### src/rtl/lin_hdr_tx.sv
module lin_hdr_tx #(
  parameter int DIV_SLOW  = 20833,
  parameter int DIV_MID   = 5208,
  parameter int DIV_FAST  = 2604,
  parameter int MAX_BYTES = 8,
  localparam int LW   = $clog2(MAX_BYTES + 1),
  localparam int IW   = $clog2(MAX_BYTES + 3),
  localparam int DMAX = (DIV_SLOW > DIV_MID) ? ((DIV_SLOW > DIV_FAST) ? DIV_SLOW : DIV_FAST)
                                             : ((DIV_MID > DIV_FAST) ? DIV_MID : DIV_FAST),
  localparam int CW   = $clog2(DMAX + 1)
) (
  input  logic                   clk,
  input  logic                   rst_n,
  input  logic                   start_i,
  input  logic [1:0]             rate_sel_i,
  input  logic [5:0]             id_i,
  input  logic [LW-1:0]          len_i,
  input  logic [8*MAX_BYTES-1:0] data_i,
  input  logic                   publish_i,
  input  logic                   rx_i,
  output logic                   tx_o,
  output logic                   busy_o,
  output logic                   done_o,
  output logic                   handoff_o,
  output logic                   bit_err_o
);

  typedef enum logic [1:0] {S_IDLE, S_BRK, S_DEL, S_FRM} st_t;

  st_t                   st;
  logic [CW-1:0]         cyc, div_q, div_sel;
  logic [3:0]            bpos;
  logic [IW-1:0]         idx, last_idx;
  logic [LW-1:0]         len_q;
  logic [8*MAX_BYTES-1:0] dat_q;
  logic [5:0]            id_q;
  logic                  pub_q;
  logic [7:0]            csum, cur_byte, pid;
  logic [8:0]            sum9;
  logic [1:0]            rx_s;
  logic                  done_q, hand_q, err_q;
  logic                  mid, end_bit, fbit;

  always_comb begin
    case (rate_sel_i)
      2'd0:    div_sel = CW'(DIV_SLOW);
      2'd1:    div_sel = CW'(DIV_MID);
      default: div_sel = CW'(DIV_FAST);
    endcase
  end

  assign pid      = {~(id_q[1] ^ id_q[3] ^ id_q[4] ^ id_q[5]),
                     id_q[0] ^ id_q[1] ^ id_q[2] ^ id_q[4], id_q};
  assign last_idx = pub_q ? IW'(len_q) + IW'(2) : IW'(1);
  assign mid      = (cyc == (div_q >> 1));
  assign end_bit  = (cyc == div_q - CW'(1));
  assign sum9     = {1'b0, csum} + {1'b0, cur_byte};

  always_comb begin
    cur_byte = 8'h00;
    if (idx == IW'(0))                 cur_byte = 8'h55;
    else if (idx == IW'(1))            cur_byte = pid;
    else if (idx == last_idx)          cur_byte = ~csum;
    else
      for (int k = 0; k < MAX_BYTES; k++)
        if (idx == IW'(k + 2)) cur_byte = dat_q[8*k +: 8];
  end

  always_comb begin
    if (bpos == 4'd0)      fbit = 1'b0;
    else if (bpos >= 4'd9) fbit = 1'b1;
    else                   fbit = cur_byte[3'(bpos - 4'd1)];
  end

  always_comb begin
    case (st)
      S_BRK:   tx_o = 1'b0;
      S_FRM:   tx_o = fbit;
      default: tx_o = 1'b1;
    endcase
  end

  assign busy_o    = (st != S_IDLE);
  assign done_o    = done_q;
  assign handoff_o = hand_q;
  assign bit_err_o = err_q;

  always_ff @(posedge clk or negedge rst_n) begin
    if (!rst_n) begin
      st     <= S_IDLE;
      cyc    <= '0;
      div_q  <= '0;
      bpos   <= '0;
      idx    <= '0;
      len_q  <= '0;
      dat_q  <= '0;
      id_q   <= '0;
      pub_q  <= 1'b0;
      csum   <= '0;
      rx_s   <= 2'b11;
      done_q <= 1'b0;
      hand_q <= 1'b0;
      err_q  <= 1'b0;
    end else begin
      rx_s   <= {rx_s[0], rx_i};
      done_q <= 1'b0;
      hand_q <= 1'b0;
      if (st == S_IDLE) begin
        if (start_i) begin
          st    <= S_BRK;
          cyc   <= '0;
          bpos  <= '0;
          idx   <= '0;
          csum  <= '0;
          err_q <= 1'b0;
          div_q <= div_sel;
          id_q  <= id_i;
          pub_q <= publish_i;
          dat_q <= data_i;
          len_q <= (len_i > LW'(MAX_BYTES)) ? LW'(MAX_BYTES) : len_i;
        end
      end else if (mid && (rx_s[1] != tx_o)) begin
        st     <= S_IDLE;
        done_q <= 1'b1;
        err_q  <= 1'b1;
      end else if (end_bit) begin
        cyc <= '0;
        case (st)
          S_BRK: begin
            if (bpos == 4'd12) begin
              st   <= S_DEL;
              bpos <= '0;
            end else bpos <= bpos + 4'd1;
          end
          S_DEL: begin
            st   <= S_FRM;
            bpos <= '0;
            idx  <= '0;
          end
          default: begin
            if (bpos == 4'd9) begin
              if (idx >= IW'(2) && idx != last_idx)
                csum <= sum9[7:0] + {7'd0, sum9[8]};
              if (idx == last_idx) begin
                st     <= S_IDLE;
                done_q <= 1'b1;
                hand_q <= ~pub_q;
              end else begin
                idx  <= idx + IW'(1);
                bpos <= '0;
              end
            end else bpos <= bpos + 4'd1;
          end
        endcase
      end else begin
        cyc <= cyc + CW'(1);
      end
    end
  end

endmodule

### config.mk
export PLATFORM = sky130hd
export DESIGN_NAME = lin_hdr_tx
export DESIGN_NICKNAME = d
export VERILOG_FILES = /design/src/rtl/lin_hdr_tx.sv
export SDC_FILE = /design/constraint.sdc
export NUM_CORES = 1
export LEC_CHECK = 0
export ABC_AREA = 1
export BUFFER_PORTS_ARGS = -buffer_cell sky130_fd_sc_hd__buf_2
export CORE_MARGIN = 3
export CORE_UTILIZATION = 60
export DETAILED_ROUTE_END_ITERATION = 8
export PLACE_DENSITY = 0.93
export SLEW_MARGIN = 20
export SYNTH_ARGS = -nofsm -noshare
export SYNTH_HDL_FRONTEND = slang
export SYNTH_SLANG_ARGS = --single-unit
### constraint.sdc
create_clock -name clk -period 9.5 [get_ports clk]
set_clock_uncertainty 0.05 [all_clocks]
set_input_delay 1.9 -clock clk [delete_from_list [all_inputs] [get_ports clk]]
set_output_delay 1.9 -clock clk [all_outputs]
set_load 0.03 [all_outputs]
==> flow_metrics.py, run 1 <==
metrics = {
    "outcome": {
        "outcome": "complete, no violations",
    },
    "route": {
        "detail-route-antenna-nets": 0,
        "firstDrtPassIters": 8,
        "route.met2.wl_um": 9380,
        "num_vias": 7495,
        "drcViolationCount": 0,
        "top_layer": "met4",
        "routedWlPerCell_um": 14.8,
        "wl_met3_um": 1550,
        "viasPerCell": 5.63,
        "routed_wl_um": 19700,
        "wl_met1_um": 8050,
        "drt-initial-drc-count": 818,
    },
    "clock_tree": {
        "clk_latency_ps": 430,
        "clock-root-buffer": "clkbuf_16",
        "postCtsHoldBufs": 0,
        "cts_inserted_buffers": 17,
        "cts_tree": "built",
        "cts.sinks": 119,
        "ctsResizeCount": 0,
        "htreeDepth": 4,
        "path_clk_slew_ps": 50,
        "cts_setup_buffers": 0,
        "clockBufferDepth": 2,
    },
    "sta": {
        "fin_setup_tns_ps": 0,
        "relSlewSlack_pct": 32.5,
        "rsz0062_at_grt": "false",
        "setup_viol": 0,
        "tightest_slew_ps": 1010,
        "hold_viol": 0,
        "timing.final.crit_period_ps": 5160,
        "slew_violations": 0,
        "max_freq_mhz": 194,
        "fin_crit_sh_pct": 54.3,
    },
    "finish": {
        "n_antenna_cell": 0,
        "instances_no_fill": 1332,
        "finish.net_count": 1260,
        "area_delta_synth_final_pct": 13.0,
        "multi_input_area_sq_um": 4070,
        "drive_gt1_share_pct": 13.1,
        "register_area_sq_um": 2980,
        "n_fill_cell": 933,
    },
    "worst_setup_path": {
        "arrival_ps": 3210,
        "cp_cell_sequence": "inv_1, ha_1, inv_1, nor2_4, inv_1, nor2_1, nor2_1, nand2_1, nand4_1, nand2_1, nand2_1, nand3_1, nand2_1, inv_1, nand2_1, nand3_1, nand3_1, nand2_1, nand2_2, buf_2",
        "critPathRequiredTime_ps": 7550,
        "cpPeakStageDelay_ps": 440,
        "crit_fanout": 12,
        "r2r_cells": 32,
        "setup.worst_path.end_class": "output pin",
        "crit_path_top_delay_cell": "dfrtp_1",
        "worstSetupStartpointType": "register",
        "cp_common_cell": "nand2_1",
        "critPathKind": "register to output pin",
    },
    "die": {
        "num_rows": 40,
        "core_sq_um": 12300,
        "die_y_um": 119,
        "die_x_um": 119,
        "ios": 86,
        "start_util_pct": 62.6,
        "die_area_sq_um": 14200,
    },
    "logic_synthesis": {
        "avgSynthCellArea_sq_um": 7.01,
        "yosys.area_share.simple_pct": 38.9,
        "synth_seq_cells": 119,
        "netlist_area_sq_um": 7680,
        "ys.flop_type": "dfrtp_1",
        "synthCells": 1095,
        "async_reset_ff_share_pct": 100,
        "synth_xor_area_share_pct": 4.10,
        "synthTopCellsByCount": "nand2_1, dfrtp_1, inv_1",
        "yosysMostFrequentCell": "nand2_1",
        "synth_area_leader_cell": "dfrtp_1",
        "synth_edf_count": 0,
        "yosysWarnings": 0,
        "seq_area_frac_synth_pct": 38.8,
        "synth-compound-area-share_pct": 5.55,
        "synth_top_family_by_area": "simple AND/OR/NAND/NOR gates",
        "synthTopCellsByArea": "dfrtp_1, nand2_1, inv_1, nand3_1, ha_1",
        "yosys-mux-area-fraction_pct": 0,
        "synth_top_area_share_pct": 38.1,
        "ys_types": 50,
        "yosys.area_share.adder_pct": 4.33,
        "syn_nets": 1202,
    },
    "power_and_ir_drop": {
        "total_leakage_power_nw": 4.65,
        "power.density_nw_per_um2": 338,
        "max-vdd-ir-drop_mv": 0.198,
    },
    "grt": {
        "antenna_found_initial": 0,
        "grt_start_max_net_pins": 90,
        "overflow": 0,
        "grt_pass1_wl_um": 33300,
        "grtUsageTotal_pct": 28.8,
        "grt_pass1_vias": 7170,
    },
    "worst_hold_path": {
        "hold_class": "register to register",
        "hold_depth": 0,
    },
    "place": {
        "gp_routability_congestion": 0.964,
        "dp.final_hpwl_um": 13800,
        "post-place-cells": 1302,
        "io_buffer_count": 85,
    },
    "run": {
        "maxCapViolations": 0,
    },
}
## logic make-up after synthesis
family | count (synthesis)
simple gates | 684
xor+xnor | 36
buf+inv | 155
fa+ha+maj | 26
compound gates | 75
flops | 119
## path summary, 6_finish.rpt
check | start | slack, ps | to
max | idx[0]$_DFFE_PN0P_ | 4340 | tx_o
min | rx_s[0]$_DFF_PN1_ | 310 | rx_s[1]$_DFF_PN1_
max reg2reg | idx[0]$_DFFE_PN0P_ | 4540 | csum[6]$_DFFE_PN0P_
min reg2reg | rx_s[0]$_DFF_PN1_ | 310 | rx_s[1]$_DFF_PN1_
max in group asynchronous | rst_n | 6930 | dat_q[22]$_DFFE_PN0P_
min in group asynchronous | rst_n | 1380 | done_o$_DFF_PN0_
## routing by layer
metal,up-vias,GRT usage (%)
met2,370,47.1
met5,-,0
li1,3597,-
met1,3453,37.3
met3,75,4.84
met4,0,13.7
## sequential cells by signal, indices dropped and copies added, names as in the netlist, 4 cells and up
name,flops
dat_q,64
csum,8
cyc,15
len_q,4
bpos,4
div_q,6
id_q,6
idx,4
## worst max-delay path, delay by kind of cell, from the launching register on
kind,cells,cell delay [ps]
fa+ha+maj,1,360
buf+inv,5,680
flops,1,440
simple gates,14,1280
## per-stage QoR
stage	hold WS, ps	instance area, sq um	setup WS, ps	power, mW	util, %
2_1_floorplan	295	7680	5240	1.94	-
3_3_place_gp	301	8110	4850	2.21	66.1
3_5_place_dp	300	8110	4660	2.26	66.1
4_1_cts	308	8670	4370	2.91	70.7
5_1_grt	312	8680	4020	3.17	70.8
6_report	305	8680	4340	2.93	70.8
## cells in the final DEF (no fill, tap or decap), types with 3 or more instances in the layout
master,count
a21oi_1,24
a31oi_1,3
buf_2,84
buf_4,3
clkbuf_1,3
clkbuf_16,17
clkinvlp_4,4
dfrtp_1,117
ha_1,25
inv_1,97
inv_2,8
nand2_1,436
nand2_2,6
nand3_1,68
nand4_1,41
nor2_1,68
nor2_2,3
nor3_1,21
nor3b_1,3
nor4_1,11
o21ai_0,32
or2_0,6
or2_2,5
xnor2_1,8
xor2_1,28
## power by group
group | total [mW] | internal (mW) | leakage [nW] | switching [mW]
clock network | 0.624 | 0.395 | 0.264 | 0.229
registers | 0.904 | 0.711 | 1.51 | 0.193
logic | 1.40 | 0.475 | 2.88 | 0.927
## area by class of cell
class / count / area share, %
Tap cell: 168 / 2.42
Sequential cell: 119 / 34.3
Timing Repair Buffer: 88 / 5.23
Clock inverter: 8 / 1.15
Inverter: 106 / 4.64
Clock buffer: 22 / 5.35
Multi-Input combinational cell: 821 / 46.8
Power figures use the tool's default switching activity.
==> run 2: changes to the inputs <==
--- a/config.mk
+++ b/config.mk
@@ -8,9 +8,9 @@
 export ABC_AREA = 1
 export BUFFER_PORTS_ARGS = -buffer_cell sky130_fd_sc_hd__buf_2
 export CORE_MARGIN = 3
-export CORE_UTILIZATION = 60
+export CORE_UTILIZATION = 54
 export DETAILED_ROUTE_END_ITERATION = 8
-export PLACE_DENSITY = 0.93
+export PLACE_DENSITY = 0.89
 export SLEW_MARGIN = 20
 export SYNTH_ARGS = -nofsm -noshare
 export SYNTH_HDL_FRONTEND = slang
==> constraint.sdc (replaced) <==
create_clock -name clk -period 4.2 [get_ports clk]
set_clock_uncertainty 0.05 [all_clocks]
set_input_delay 0.84 -clock clk [delete_from_list [all_inputs] [get_ports clk]]
set_output_delay 0.84 -clock clk [all_outputs]
set_load 0.03 [all_outputs]
==> flow_metrics.py, run 2 (synthesized netlist as in run 1, its figures left out) <==
metrics = {
    "grt": {
        "use_met2_pct": 43.7,
        "antenna_found_initial": 0,
        "grt_start_max_net_pins": 89,
        "grt_pass1_vias": 7352,
        "grt_use_met3_pct": 6.82,
        "grt_use_met1_pct": 33.3,
        "grt_pass1_wl_um": 34200,
        "top_usage_layer": "met2",
        "overflow": 0,
        "grtUsageTotal_pct": 26.4,
    },
    "clock_tree": {
        "postCtsHoldBufs": 0,
        "cts_inserted_buffers": 17,
        "cts_tree": "built",
        "clk_latency_ps": 430,
        "cts.sinks": 119,
        "clock-root-buffer": "clkbuf_16",
        "path_clk_slew_ps": 70,
        "clockBufferDepth": 2,
        "htreeDepth": 4,
    },
    "route": {
        "num_vias": 7752,
        "routed_wl_um": 21600,
        "routedWlPerCell_um": 15.6,
        "drt-initial-drc-count": 773,
        "detail-route-antenna-nets": 0,
        "viasPerCell": 5.60,
        "drcViolationCount": 0,
        "firstDrtPassIters": 6,
    },
    "die": {
        "die_x_um": 125,
        "ios": 86,
        "start_util_pct": 56.7,
        "die_y_um": 125,
        "die_area_sq_um": 15700,
        "num_rows": 42,
        "core_sq_um": 13600,
    },
    "sta": {
        "relSlewSlack_pct": 43.0,
        "setup_viol": 0,
        "hold_viol": 0,
        "timing.final.crit_period_ps": 4190,
        "max_freq_mhz": 239,
        "tightest_slew_ps": 855,
        "fin_crit_sh_pct": 99.7,
        "worst_slack_ps": 11.3,
        "rsz0062_at_grt": "true",
        "slew_violations": 0,
    },
    "finish": {
        "top_register": "dat_q",
        "final_cell_mix": "nand2_1, dfrtp_1, inv_1",
        "largestRegisters": "dat_q: 64 flops, cyc: 15 flops, csum: 8 flops",
        "finalInstanceArea_sq_um": 9270,
        "final_core_util_pct": 68.4,
        "finish.net_count": 1304,
        "largest_reg_flops": 64,
        "n_antenna_cell": 0,
        "n_fill_cell": 1038,
        "drive_gt1_share_pct": 19.3,
        "layout_commonest_cell": "nand2_1",
        "area_delta_synth_final_pct": 20.7,
    },
    "worst_setup_path": {
        "critPathKind": "register to register",
        "reg2reg_from": "idx[1]$_DFFE_PN0P_",
        "ff2ff_setup_slack_ps": 10,
        "setup.worst_path.end_class": "register",
        "r2r_cells": 30,
        "cp_common_cell": "nand2_1",
        "worstSetupStartpointType": "register",
        "cpPeakStageDelay_ps": 430,
        "critPathRequiredTime_ps": 4510,
        "startpoint": "idx[1]$_DFFE_PN0P_",
        "crit_fanout": 6,
        "arrival_ps": 4500,
        "crit_path_top_delay_cell": "dfrtp_2",
    },
    "place": {
        "dp.final_hpwl_um": 14000,
        "gp_routability_congestion": 0.944,
        "io_buffer_count": 85,
        "post-place-ws_ps": -75.6,
        "postPlaceCellArea_sq_um": 8360,
    },
    "run": {
        "maxCapViolations": 0,
    },
    "outcome": {
        "outcome": "complete, no violations",
    },
    "worst_hold_path": {
        "hold_depth": 0,
        "min_from": "rx_s[0]$_DFF_PN1_",
        "hold_class": "register to register",
    },
    "power_and_ir_drop": {
        "max-vdd-ir-drop_mv": 0.441,
        "power.density_nw_per_um2": 797,
        "total_leakage_power_nw": 4.90,
        "p_total_mw": 7.39,
    },
}
==> run 2: worst paths after layout <==
| kind | to |
|---|---|
| min | rx_s[1]$_DFF_PN1_ |
| max | csum[7]$_DFFE_PN0P_ |
| max in group asynchronous | id_q[4]$_DFFE_PN0P_ |
| min in group asynchronous | cyc[13]$_DFFE_PN0P_ |
| min reg2reg | rx_s[1]$_DFF_PN1_ |
| max reg2reg | csum[7]$_DFFE_PN0P_ |
==> run 2: what timing repair did <==
| item | CTS | global route |
|---|---|---|
| gates resized for setup | 9 | 35 |
| endpoints found under the setup margin | 3 | 6 |
| endpoints found under the hold margin | 0 | 0 |
| pin swaps | 0 | 21 |
| buffers inserted | 1 | 12 |
==> run 2: cell type report <==
| class | instances | area, sq um | area share (%) |
|---|---|---|---|
| Clock buffer | 19 | 443 | 4.78 |
| Clock inverter | 11 | 175 | 1.89 |
| Inverter | 106 | 403 | 4.34 |
| Multi-Input combinational cell | 821 | 4240 | 45.7 |
| Sequential cell | 119 | 2990 | 32.2 |
| Tap cell | 176 | 220 | 2.37 |
| Timing Repair Buffer | 132 | 810 | 8.73 |
==> run 2: metal layers <==
| layer | up-vias | share of wire (%) |
|---|---|---|
| met1 | 3562 | 39 |
| met2 | 402 | 48 |
| li1 | 3696 | - |
| met4 | 0 | 4.2 |
| met5 | - | 0 |
| met3 | 92 | 8.1 |
==> run 2: through the flow <==
stage          setup TNS [ps]  std cells  hold WS [ps]
2_1_floorplan               0       1095           295
3_5_place_dp             -125       1341           306
4_1_cts                     0       1372           315
5_1_grt                  -667       1384           315
3_3_place_gp                0       1341           302
6_report                    0       1384           311
==> run 2: worst max-delay path: cells and delay by family (launching register included) <==
| family | cells | cell delay [ps] |
|---|---|---|
| AND/OR/NAND/NOR | 18 | 1670 |
| buffers and inverters | 4 | 460 |
| XOR/XNOR | 1 | 200 |
| AO/OA/AOI/OAI | 5 | 830 |
| adder cells (fa/ha/maj) | 2 | 470 |
| flip-flops | 1 | 430 |
==> run 2: power breakdown <==
group	internal [mW]	total (mW)	switching (mW)	leakage, nW
logic	1.37	3.76	2.39	3.10
registers	1.61	2.07	0.461	1.50
clock network	1.00	1.55	0.550	0.295
==> run 3: changes to the inputs <==
--- a/config.mk
+++ b/config.mk
@@ -5,12 +5,11 @@
 export SDC_FILE = /design/constraint.sdc
 export NUM_CORES = 1
 export LEC_CHECK = 0
-export ABC_AREA = 1
 export BUFFER_PORTS_ARGS = -buffer_cell sky130_fd_sc_hd__buf_2
 export CORE_MARGIN = 3
 export CORE_UTILIZATION = 54
 export DETAILED_ROUTE_END_ITERATION = 8
-export PLACE_DENSITY = 0.89
+export PLACE_DENSITY = 0.9
 export SLEW_MARGIN = 20
 export SYNTH_ARGS = -nofsm -noshare
 export SYNTH_HDL_FRONTEND = slang
==> flow_metrics.py, run 3 <==
metrics = {
    "logic_synthesis": {
        "syn_nets": 856,
        "synth_area_leader_cell": "dfrtp_1",
        "synth_xor_area_share_pct": 4.38,
        "synth_edf_count": 0,
        "synth-compound-area-share_pct": 17.9,
        "synth_top_area_share_pct": 39.6,
        "synthTopCellsByArea": "dfrtp_1, mux2_2, ha_1, o21ai_0, xnor2_1",
        "seq_area_frac_synth_pct": 40.3,
        "avgSynthCellArea_sq_um": 9.87,
        "ys_types": 82,
        "yosys.area_share.simple_pct": 16.1,
        "yosysWarnings": 0,
        "netlist_area_sq_um": 7400,
        "yosys-mux-area-fraction_pct": 12.4,
        "yosysMostFrequentCell": "dfrtp_1",
        "yosys.area_share.adder_pct": 4.50,
        "synth_top_family_by_area": "compound AO/OA/AOI/OAI gates",
        "synthTopCellsByCount": "dfrtp_1, mux2_2, nand2_1",
        "synthCells": 749,
        "synth_seq_cells": 119,
        "async_reset_ff_share_pct": 100,
        "ys.flop_type": "dfrtp_1",
    },
    "clock_tree": {
        "path_clk_slew_ps": 60,
        "clk_latency_ps": 430,
        "cts.sinks": 119,
        "htreeDepth": 4,
        "clockBufferDepth": 2,
        "cts_tree": "built",
        "clock-root-buffer": "clkbuf_16",
        "cts_inserted_buffers": 17,
    },
    "sta": {
        "tightest_slew_ps": 1080,
        "relSlewSlack_pct": 28.0,
        "slew_violations": 0,
        "rsz0062_at_grt": "true",
        "worst_slack_ps": -178,
        "whs_ps": 308,
        "timing.final.crit_period_ps": 4380,
        "setup_viol": 5,
        "hold_viol": 0,
        "max_freq_mhz": 228,
        "fin_crit_sh_pct": 104,
    },
    "grt": {
        "overflow": 0,
        "grt_start_max_net_pins": 87,
        "antenna_found_initial": 0,
        "grtUsageTotal_pct": 28.5,
        "grt_pass1_vias": 6679,
        "grt_pass1_wl_um": 33300,
    },
    "route": {
        "drt-initial-drc-count": 670,
        "detail-route-antenna-nets": 0,
        "routedWlPerCell_um": 20.2,
        "drcViolationCount": 0,
        "routed_wl_um": 21600,
        "firstDrtPassIters": 5,
        "viasPerCell": 6.32,
        "num_vias": 6766,
    },
    "worst_setup_path": {
        "r2r_cells": 23,
        "crit_fanout": 4,
        "arrival_ps": 4640,
        "setup.worst_path.end_class": "register",
        "critPathKind": "register to register",
        "critPathTopFamily": "compound AO/OA/AOI/OAI gates",
        "cpPeakStageDelay_ps": 490,
        "crit_buf_inv": 1,
        "crit_path_top_delay_cell": "or4b_4",
        "worstSetupStartpointType": "register",
        "path_depth": 23,
        "cp_cell_sequence": "buf_6, or4b_4, o22ai_4, o32ai_4, o211a_1, a311oi_2, ha_2, fa_2, a21oi_2, nor2_1, nor2_1, o21bai_1, a21oi_2, nor2b_1, o21ai_1, nand2b_1, ha_4, nand3_4, nor2_4, nand3_2, xnor2_2, xnor2_1, a22o_1",
        "critPathRequiredTime_ps": 4460,
    },
    "finish": {
        "n_antenna_cell": 0,
        "largestRegisters": "dat_q: 64 flops, cyc: 15 flops, csum: 8 flops",
        "drive_gt1_share_pct": 37.5,
        "largest_reg_flops": 64,
        "top_register": "dat_q",
        "layout_commonest_cell": "dfrtp_1",
        "area_delta_synth_final_pct": 27.5,
        "finish.net_count": 989,
        "n_fill_cell": 857,
        "final_core_util_pct": 70.9,
        "instances_no_fill": 1071,
        "final_cell_mix": "dfrtp_1, buf_2, mux2_2",
    },
    "worst_hold_path": {
        "hold_class": "register to register",
        "hold_depth": 0,
    },
    "power_and_ir_drop": {
        "internal_power_mw": 2.01,
        "power.density_nw_per_um2": 276,
        "p_sw_mw": 0.591,
        "seq_power_share_pct": 44.2,
        "total_leakage_power_nw": 4.48,
        "clockPowerShare_pct": 53.3,
        "share_comb_of_total_power_pct": 2.6,
        "max-vdd-ir-drop_mv": 0.378,
        "p_sw_share_pct": 22.7,
    },
    "die": {
        "die_y_um": 123,
        "ios": 86,
        "start_util_pct": 55.6,
        "die_area_sq_um": 15100,
        "die_x_um": 123,
        "core_sq_um": 13300,
        "num_rows": 42,
    },
    "outcome": {
        "outcome": "complete, but fails checks",
        "violations": "negative setup slack",
    },
    "place": {
        "gp_routability_congestion": 0.954,
        "post-place-cells": 1023,
        "dp.final_hpwl_um": 14300,
        "io_buffer_count": 85,
    },
    "run": {
        "maxCapViolations": 0,
    },
}
[run 3: cell families after synthesis]
logic type | after synthesis
flops | 119
fa+ha+maj | 26
xor+xnor | 37
simple gates | 218
buf+inv | 79
compound gates | 188
mux | 82
[run 3: worst reg2reg max path, cell delays in order, from the launching register on]
cell	delay (ps)
dfrtp_2	440
buf_6	130
or4b_4	490
o22ai_4	250
o32ai_4	140
o211a_1	150
a311oi_2	300
ha_2	280
fa_2	230
a21oi_2	60
nor2_1	80
nor2_1	60
o21bai_1	190
a21oi_2	90
nor2b_1	150
o21ai_1	70
nand2b_1	110
ha_4	160
nand3_4	80
nor2_4	130
nand3_2	100
xnor2_2	150
xnor2_1	120
a22o_1	230
[run 3: final cells by class]
class,count,area (sq um),share of cell area [%]
clock buffers,19,443,4.70
clock inverters,13,121,1.29
inverters,34,128,1.35
multi-input cells,551,4450,47.2
flip-flops and latches,119,2980,31.6
well taps,176,220,2.34
repair buffers,159,1080,11.5
[run 3: worst paths after layout]
path | startpoint | endpoint | slack, ps
min reg2reg | rx_s[0]$_DFF_PN1_ | rx_s[1]$_DFF_PN1_ | 310
max reg2reg | idx[0]$_DFFE_PN0P_ | csum[7]$_DFFE_PN0P_ | -180
min | rx_s[0]$_DFF_PN1_ | rx_s[1]$_DFF_PN1_ | 310
min in group asynchronous | rst_n | dat_q[7]$_DFFE_PN0P_ | 460
max in group asynchronous | rst_n | rx_s[1]$_DFF_PN1_ | 2850
max | idx[0]$_DFFE_PN0P_ | csum[7]$_DFFE_PN0P_ | -180
[run 3: power groups by stage]
stage	clock network, mW	registers, mW	logic, mW
5_1_grt	1.45	1.15	0.0744
4_1_cts	1.39	1.15	0.0680
6_report	1.39	1.15	0.0666
3_3_place_gp	0	1.17	0.0655
2_1_floorplan	0	1.17	0.00263
3_5_place_dp	0	1.17	0.0669
[run 3: stage by stage]
step	worst slack (ps)	instance area [sq um]	setup TNS (ps)	power (mW)
2_1_floorplan	3.76	7400	0	1.17
3_3_place_gp	18.4	8340	0	1.24
3_5_place_dp	-75.9	8340	-75.9	1.24
4_1_cts	1.94	9220	0	2.61
5_1_grt	-371	9430	-1850	2.67
6_report	-178	9430	-423	2.60
[run 3: repair_timing]
item                                    in CTS  in global routing
pin swaps                                   18                 16
cloned                                       1                  0
endpoints found under the setup margin       2                 24
hold buffers                                 0                  0
buffers inserted                            14                  3
resized for setup                           40                 35
[run 3: layer usage]
layer,part of all wire (%),global-route usage [%],vias up
met5,0,0,-
li1,-,-,3020
met4,4.5,14.3,0
met1,39,34.6,3280
met3,7.1,6.95,93
met2,50,47.5,373
